File: config.mk
export PLATFORM = sky130hd
export DESIGN_NAME = lpcode_det
export DESIGN_NICKNAME = d
export VERILOG_FILES = /design/src/rtl/lpc_pkg.sv /design/src/rtl/lpc_track.sv /design/src/rtl/lpc_ctrl.sv /design/src/rtl/lpc_irq.sv /design/src/rtl/lpcode_det.sv
export SDC_FILE = /design/constraint.sdc
export NUM_CORES = 1
export LEC_CHECK = 0
export BUFFER_PORTS_ARGS = -buffer_cell sky130_fd_sc_hd__buf_2
export CAP_MARGIN = 20
export CORE_MARGIN = 2
export CORE_UTILIZATION = 40
export CTS_CLUSTER_DIAMETER = 40
export DETAILED_ROUTE_END_ITERATION = 8
export GPL_ROUTABILITY_DRIVEN = 0
export HOLD_SLACK_MARGIN = 0.08
export PLACE_DENSITY = 0.59
export SETUP_SLACK_MARGIN = 0.4
export SYNTH_ARGS = -nofsm -noshare
export SYNTH_HDL_FRONTEND = slang
export SYNTH_SLANG_ARGS = --single-unit
export TNS_END_PERCENT = 50
File: constraint.sdc
create_clock -name clk -period 2.66 [get_ports clk]
set_input_delay 0.266 -clock clk [delete_from_list [all_inputs] [get_ports clk]]
set_output_delay 0.266 -clock clk [all_outputs]
set_load 0.05 [all_outputs]
File: src/rtl/lpc_pkg.sv
package lpc_pkg;

  typedef enum logic [1:0] {
    MODE_OFF    = 2'b00,
    MODE_MAN_UP = 2'b01,
    MODE_MAN_DN = 2'b10,
    MODE_AUTO   = 2'b11
  } lpc_mode_e;

  typedef enum logic [1:0] {
    ST_IDLE = 2'b00,
    ST_MAN  = 2'b01,
    ST_ARM  = 2'b10,
    ST_LOOP = 2'b11
  } lpc_state_e;

  typedef struct packed {
    logic up;
    logic dn;
  } lpc_qual_t;

  // code bit sequences, earliest received bit in the highest used position
  localparam int          CODE_MAX_LEN = 8;
  localparam int          UP_LEN  = 5;
  localparam logic [7:0]  UP_CODE = 8'b0000_0001;
  localparam int          DN_LEN  = 3;
  localparam logic [7:0]  DN_CODE = 8'b0000_0001;
  localparam int          NUM_CODES = 2;

endpackage

File: src/rtl/lpc_track.sv
module lpc_track #(
  parameter int         LEN       = 5,
  parameter logic [7:0] CODE      = 8'b0000_0001,
  parameter int         QUAL_BITS = 16,
  parameter int         RUN_W     = $clog2(QUAL_BITS + 1)
) (
  input  logic             clk,
  input  logic             rst_n,
  input  logic             bit_en,
  input  logic             rx_bit,
  output logic             qual,
  output logic [RUN_W-1:0] run
);

  localparam logic [2*LEN-1:0] DBL     = {CODE[LEN-1:0], CODE[LEN-1:0]};
  localparam logic [RUN_W-1:0] RUN_TOP = RUN_W'(QUAL_BITS);

  logic [LEN-1:0]   win_q, win_d, win_nx;
  logic [RUN_W-1:0] run_q, run_d;
  logic [LEN-1:0]   phase_hit;
  logic             hit;

  assign win_nx = {win_q[LEN-2:0], rx_bit};

  // compare the incoming window against every rotation of the code
  genvar r;
  generate
    for (r = 0; r < LEN; r++) begin : g_phase
      assign phase_hit[r] = (win_nx == DBL[r +: LEN]);
    end
  endgenerate

  assign hit = |phase_hit;

  always_comb begin
    win_d = win_q;
    run_d = run_q;
    if (bit_en) begin
      win_d = win_nx;
      if (hit) begin
        run_d = (run_q == RUN_TOP) ? run_q : run_q + 1'b1;
      end else begin
        run_d = '0;
      end
    end
  end

  always_ff @(posedge clk or negedge rst_n) begin
    if (!rst_n) begin
      win_q <= '0;
      run_q <= '0;
    end else begin
      win_q <= win_d;
      run_q <= run_d;
    end
  end

  assign qual = (run_q == RUN_TOP);
  assign run  = run_q;

endmodule

File: src/rtl/lpc_ctrl.sv
module lpc_ctrl
  import lpc_pkg::*;
(
  input  logic      clk,
  input  logic      rst_n,
  input  lpc_mode_e mode,
  input  lpc_qual_t qual,
  output logic      stat_q,
  output logic      stat_nx,
  output logic      loop_q
);

  lpc_state_e st_q, st_d;
  logic       stat_d, loop_d;

  always_comb begin
    st_d   = st_q;
    stat_d = stat_q;
    loop_d = loop_q;
    unique case (mode)
      MODE_OFF: begin
        st_d   = ST_IDLE;
        stat_d = 1'b0;
        loop_d = 1'b0;
      end
      MODE_MAN_UP: begin
        st_d   = ST_MAN;
        stat_d = qual.up;
        loop_d = 1'b0;
      end
      MODE_MAN_DN: begin
        st_d   = ST_MAN;
        stat_d = qual.dn;
        loop_d = 1'b0;
      end
      MODE_AUTO: begin
        unique case (st_q)
          ST_ARM: begin
            if (qual.up) begin
              st_d   = ST_LOOP;
              stat_d = 1'b1;
              loop_d = 1'b1;
            end
          end
          ST_LOOP: begin
            if (qual.dn) begin
              st_d   = ST_ARM;
              stat_d = 1'b0;
              loop_d = 1'b0;
            end
          end
          default: begin
            st_d   = ST_ARM;
            stat_d = 1'b0;
            loop_d = 1'b0;
          end
        endcase
      end
      default: begin
        st_d   = ST_IDLE;
        stat_d = 1'b0;
        loop_d = 1'b0;
      end
    endcase
  end

  always_ff @(posedge clk or negedge rst_n) begin
    if (!rst_n) begin
      st_q   <= ST_IDLE;
      stat_q <= 1'b0;
      loop_q <= 1'b0;
    end else begin
      st_q   <= st_d;
      stat_q <= stat_d;
      loop_q <= loop_d;
    end
  end

  assign stat_nx = stat_d;

endmodule

File: src/rtl/lpc_irq.sv
module lpc_irq (
  input  logic clk,
  input  logic rst_n,
  input  logic irq_en,
  input  logic irq_clr,
  input  logic stat_q,
  input  logic stat_nx,
  output logic irq_q
);

  logic irq_d;
  logic toggle;

  assign toggle = stat_q ^ stat_nx;

  always_comb begin
    irq_d = irq_q & ~irq_clr;
    if (irq_en && toggle) begin
      irq_d = 1'b1;
    end
  end

  always_ff @(posedge clk or negedge rst_n) begin
    if (!rst_n) begin
      irq_q <= 1'b0;
    end else begin
      irq_q <= irq_d;
    end
  end

endmodule

File: src/rtl/lpcode_det.sv
module lpcode_det
  import lpc_pkg::*;
#(
  parameter int QUAL_BITS = 7_720_000
) (
  input  logic       clk,
  input  logic       rst_n,
  input  logic       bit_en,
  input  logic       rx_bit,
  input  logic [1:0] mode,
  input  logic       irq_en,
  input  logic       irq_clr,
  output logic       code_stat,
  output logic       rloop_en,
  output logic       irq
);

  localparam int RUN_W = $clog2(QUAL_BITS + 1);

  logic [NUM_CODES-1:0] qual_v;
  logic [RUN_W-1:0]     run_v [NUM_CODES];
  lpc_qual_t            qual_s;
  logic                 stat_q, stat_nx, loop_q;

  genvar g;
  generate
    for (g = 0; g < NUM_CODES; g++) begin : g_code
      localparam int         LEN_G  = (g == 0) ? UP_LEN  : DN_LEN;
      localparam logic [7:0] CODE_G = (g == 0) ? UP_CODE : DN_CODE;
      lpc_track #(
        .LEN       (LEN_G),
        .CODE      (CODE_G),
        .QUAL_BITS (QUAL_BITS),
        .RUN_W     (RUN_W)
      ) u_track (
        .clk    (clk),
        .rst_n  (rst_n),
        .bit_en (bit_en),
        .rx_bit (rx_bit),
        .qual   (qual_v[g]),
        .run    (run_v[g])
      );
    end
  endgenerate

  assign qual_s.up = qual_v[0];
  assign qual_s.dn = qual_v[1];

  lpc_ctrl u_ctrl (
    .clk     (clk),
    .rst_n   (rst_n),
    .mode    (lpc_mode_e'(mode)),
    .qual    (qual_s),
    .stat_q  (stat_q),
    .stat_nx (stat_nx),
    .loop_q  (loop_q)
  );

  lpc_irq u_irq (
    .clk     (clk),
    .rst_n   (rst_n),
    .irq_en  (irq_en),
    .irq_clr (irq_clr),
    .stat_q  (stat_q),
    .stat_nx (stat_nx),
    .irq_q   (irq)
  );

  assign code_stat = stat_q;
  assign rloop_en  = loop_q;

endmodule

=== Word-level counts from Yosys, hierarchy flattened ===
Cells that the tools add are included.

* Muxes and demuxes: 17
* Reduce and logical (&&, ||, !) cells: 9
* Bitwise logic cells: 3
* Equal/unequal tests: 19
* Add/subtract/negate cells: 2

{| class="wikitable"
|+ Operator list
! operator !! number
|-
| 2-to-1 mux 23 bit || 4
|-
| adder 23 x 1 -> 23 bit (second input constant) || 2
|-
| equality test 23 bit (second input constant) || 2
|-
| equality test 2 bit (second input constant) || 4
|-
| inequality test 3 bit (second input constant) || 2
|-
| case mux 1 bit (2 select lines) || 3
|-
| case mux 2 bit (3 select lines) || 1
|-
| AND reduction 2 bit || 3
|-
| OR reduction 3 bit || 2
|-
| equality test 5 x 1 -> 1 bit (second input constant) || 1
|-
| equality test 5 x 2 -> 1 bit (second input constant) || 1
|-
| equality test 5 x 3 -> 1 bit (second input constant) || 1
|-
| equality test 5 x 4 -> 1 bit (second input constant) || 1
|-
| equality test 5 bit (second input constant) || 1
|-
| 2-to-1 mux 1 bit || 5
|-
| OR reduction 5 bit || 1
|-
| 2-to-1 mux 2 bit || 2
|-
| inequality test 2 bit (second input constant) || 2
|-
| case mux 1 bit (4 select lines) || 1
|-
| case mux 2 bit (2 select lines) || 1
|-
| equality test 3 x 1 -> 1 bit (second input constant) || 1
|-
| equality test 3 x 2 -> 1 bit (second input constant) || 1
|-
| equality test 3 bit (second input constant) || 1
|-
| equality test 2 x 1 -> 1 bit (second input constant) || 1
|-
| 6 further kinds || 6
|}

* Word-level logic and storage cells: 58
* Input bits: 8
* Register bits after elaboration: 57

=== Depth between registers and ports, before layout ===
* Depth after elaboration: 7
* Depth in mapped cells: 8
* Mapped depth without buffers: 7

=== Hierarchy ===
From an unflattened synthesis, not the netlist that was laid out.

* Cell total of the unflattened synthesis: 355
* Area, all modules: 3,326.9 um^2

{| class="wikitable"
|+ Modules (own cells, without submodules)
! module !! cells an instance !! seq. area each (um^2) !! instances !! area an instance (um^2)
|-
| lpc_track at g_code[0].u_track || 169 || 675.6 || 1 || 1,606.5
|-
| lpc_track at g_code[1].u_track || 157 || 625.6 || 1 || 1,418.9
|-
| lpc_ctrl || 25 || 100.1 || 1 || 255.2
|-
| lpc_irq || 4 || 25.0 || 1 || 46.3
|}

=== Least setup slack after synthesis ===
Ideal clock, no wire load.

* Path type: flip-flop to flip-flop
* Start: register g_code[1].u_track.run_q[4]
* End: register g_code[1].u_track.run_q[21]
* Slack: 0.733 ns
* Arrival time: 1.848 ns
* Clock period less this slack: 1.927 ns
* Setup time: 0.078 ns
* Cell stages (with the launch flop): 7
* Data required time: 2.582 ns
* Path through: dfrtp_1 > and4_4 > nand4_4 > or3_1 > buf_2 > or4_1 > a21oi_1

* Word-level cells in the longest chain between the ends: 3

{| class="wikitable"
|+ RTL lines
! element !! line !! text
|-
| start, declared || lpc_track.sv:19 || <nowiki>logic [RUN_W-1:0] run_q, run_d;</nowiki>
|-
| start signal, assigned || lpc_track.sv:54 || <nowiki>run_q <= run_d;</nowiki>
|-
| adder 23 x 1 -> 23 bit / equality test 23 bit (equally long branches) || lpc_track.sv:41 || <nowiki>run_d = (run_q == RUN_TOP) ? run_q : run_q + 1'b1;</nowiki>
|-
| 2-to-1 mux 23 bit / inequality test 2 bit (equally long branches) || - ||
|-
| 2-to-1 mux 23 bit / AND reduction 2 bit (equally long branches) || - ||
|}

Several ways; a longest one is shown, not always the timed one. The select of a mux whose other input is x is not followed.
A chain may end at the register's enable or synchronous reset.

=== Final worst setup path ===
* Start: register g_code[1].u_track.run_q[0]
* End: register g_code[1].u_track.run_q[19]

The elaborated chain is that of the path after synthesis.

==> run summary <==
The run finished with clean final reports. The share of Yosys cell area claimed by the top area cell type came out at between 40 and 50%. Static timing analysis puts the maximum clock frequency at ~470 MHz. Counting flops and latches in the post-synthesis netlist gives 55. The CTS buffer count is 5. STA classifies the critical path startpoint as a register.

The post-route antenna net violation count came out at 0. For the worst flop-to-flop path, the logic depth is 8. For this run, design rule violations remaining after detail routing come to 0. The number of sinks handled by clock tree synthesis is 55.

Summing all flip-flop and latch instances after layout gives approximately 1400 um2. Summed over all layers, the global routing overflow is 0. The number of buffers and inverters on the critical path is 2. The biggest cell delay along the critical path is ~520 ps. Summed over all instances, the cell type with the most area after synthesis is dfrtp_1. After synthesis, the cell types taking the most area are dfrtp_1 (44%), xor2_1 (5.9%), nor2_1 (4.7%). The leakage power total is ~1.4 nW. The total of endpoints with negative setup slack in the final report came out at 0. The number of rows created at floorplan is 32. Setup total negative slack on the finished layout was measured at 0 ps. The worst-skew pair later-pin latency came out at approximately 300 ps. The wire length of the first global-routing pass came out at around 11 mm. The cell with the most instances after synthesis is dfrtp_1. The max-slew violation count was 0. The total power density per cell area came out at 488.7 nW/um2. The effective utilization at floorplan came out at around two fifths. The number of synthesized flops with an enable pin came out at 0. The count of input and output buffers came out at 10. The half-perimeter wire length after placement came out at 4.591 mm. The average instance in the mapped netlist occupies approximately 9 um2. The cell sitting at the root of the clock tree is a clkbuf_8. Clock-pin slew was measured on the worst setup and hold paths at 100 ps.

STA puts the critical path data required time at ~2900 ps. After the first detailed-routing iteration, the DRC count stood at 116. The area added between synthesis and finish came out at 8.680%. The least setup slack across all paths after layout came out at between 500 and 600 ps. The area enclosed by the die boundary came out at 8543 um2. The critical path capture point type is a register.

Setup repair after global routing left no endpoint under its margin. Once the clock tree was built, the setup fixing pass inserted 0 buffers. The synthesized area is between 3000 and 4000 um2. The synthesized netlist cell count is 339. After detailed routing, the average wire length per cell comes to around 15 um. The multi-input combinational cell area came out at 1652 um2. The number of violations of the max-capacitance limit is 0. The cell area after placement came out at roughly 3300 um2.

The number of buffers on the longest clock path came out at 2. The number of warnings reported in the yosys synthesis log came out at 0. TritonCTS built the clock tree. The worst path uses roughly 80% of the clock period.

The initial antenna violation count came out at 0. The maximum ir drop on the vdd rail is approximately 0.25 mV. The overall via count from detail_route is ~2.4k.

The worst hold path belongs to the class input port to asynchronous set/reset pin. Sequential cells were found to cover about 44% of the synthesized design area. The dominant synthesized flop cell is dfrtp_1. The die is just over 90 um wide. The critical path goes through inv_1 -> ha_1 -> nor4b_2 -> nand4_1 -> o2111ai_2 -> buf_4 -> or4_1 -> a21oi_1. The die is slightly above 90 um tall. The detailed-route vias per instance is ~5.4. The post-placement cell count came out at 445. Excluding fillers, the count of instances in the completed layout stands at around 450.

The critical-path cell with the highest stage delay is or4_1. The worst register-to-register path begins at g_code[1].u_track.run[0]. Across the routed clock network, the largest skew measured is between 5 and 6 ps.

The layout cell share with drive strength beyond 1 came out at about 10%. The worst path arrival time is between 2000 and 2500 ps. The fill cell total of the finished layout came out at 737. For this run, the detailed router's first-pass iteration total came to 4.

The transition at the pin with the smallest max-transition slack came out at 726.6 ps. The setup slack of the worst register-to-register path is 530 ps. The number of gates given a new drive strength after cts is 0. Measured against its own limit, the worst slew margin works out to between 50% and 60%. Across every metal layer, demand over resource in global routing totals 16.50%.

The maximum number of pins on one net before global-route repair is 56. The synthesized net count came out at approximately 360. OpenSTA, run right after detailed placement, puts the worst setup slack at 493.2 ps.

The commonest cells after synthesis are dfrtp_1 (55), nor2_1 (39), nand2_1 (23). The number of hold-slack violations in the final timing report is 0. The post-cts hold buffer count is 0.

The area of the core region is 7647 um2. 0 antenna diodes ended up in the layout. The maximum level of the CTS H-tree is 2. The finished cells cover between 3000 and 4000 um2. The largest fanout on the critical path came out at 18. In the synthesized netlist the async set-or-reset flop fraction comes to between 90% and 100%.

The via count of the first global-routing pass is 2362. The endpoint identified for the worst register-to-register timing path is g_code[1].u_track.run[19]. The final wirelength came out at roughly 6.7 mm. Pin placement for this block handled 11 I/O pins.

The critical path is of the register to register type. The cell type group with the largest total delay on the critical path is simple AND/OR/NAND/NOR gates. The post-synthesis cell type count came out at 49. For the finished layout, the period the worst path requires is roughly 2100 ps. The sum of internal, switching and leakage power came out at 1.661 mW. The net count reported at finish came out at around 370.
worst max-delay path by stage:
stage                                         from  cells past startpoint                   endpoint  slack [ps]
after floorplan           g_code[1].u_track.run[4]                      6  g_code[1].u_track.run[21]         730
after global placement    g_code[1].u_track.run[0]                      8  g_code[1].u_track.run[15]         490
after detailed placement  g_code[1].u_track.run[0]                      8  g_code[1].u_track.run[19]         490
after CTS                 g_code[1].u_track.run[0]                      8  g_code[1].u_track.run[19]         470
after global routing      g_code[1].u_track.run[0]                      8  g_code[1].u_track.run[19]         420
final                     g_code[1].u_track.run[0]                      8  g_code[1].u_track.run[19]         530
sequential cells by signal (all words and copies together) (netlist names):
| signal | count |
|---|---|
| u_ctrl.loop_q | 1 |
| g_code.u_track.run | 46 |
| u_irq.irq_q | 1 |
| g_code.u_track.win_q | 4 |
| u_ctrl.st_q | 2 |
| u_ctrl.stat_q | 1 |
stage by stage:
| step | hold slack [ps] | util, % |
|---|---|---|
| after floorplan | -29.59 | - |
| after global placement | 458.7 | 43.31 |
| after detailed placement | 459.1 | 43.31 |
| after CTS | 125.1 | 44.37 |
| after global routing | 160.0 | 44.45 |
| final | 96.20 | 44.45 |
metal layers:
metal,global-route usage [%],up-vias,wire length (um)
met1,22.96,1175,3377
met4,4.478,0,97
met2,26.76,23,3046
met5,0,-,0
li1,-,1238,-
met3,2.685,8,160
power breakdown:
group	switching, mW	leakage [nW]	internal [mW]
clock	0.276	0.0422	0.186
sequential	0.0616	0.753	0.880
combinational	0.147	0.609	0.110
final cells by class:
cell class	instances	area share [%]
clock inverters	1	0.1472
repair buffers	17	3.018
well taps	102	3.754
clock buffers	7	2.245
multi-input cells	255	48.58
flip-flops and latches	55	40.49
inverters	16	1.767
kinds of logic after synthesis:
family                     after synthesis  synth area share (%)
DFF                                     55                 44.00
buffers and inverters                   29                 3.560
xor gates and xnor gates                32                 8.960
AOI/OAI and AO/OA                       59                 11.84
adders and majority gates                8                 3.200
and+or+nand+nor                        152                 27.04
muxes                                    4                 1.400
layout by cell type (no fill, tap or decap), drive strengths merged, types with 5 or more instances in the layout:
master and n:
buf 17, and3 5, nand4 14, nor2 39, inv 16, xor2 21
nor3 8, and2 9, nand2 23, xnor2 11, clkbuf 7, nor4 6
o31ai 5, and4 5, nand3 15, o21ai 17, ha 8, a21oi 15
or3 8, dfrtp 55, nor4b 8
No activity file was read; power rests on OpenSTA's default activity.
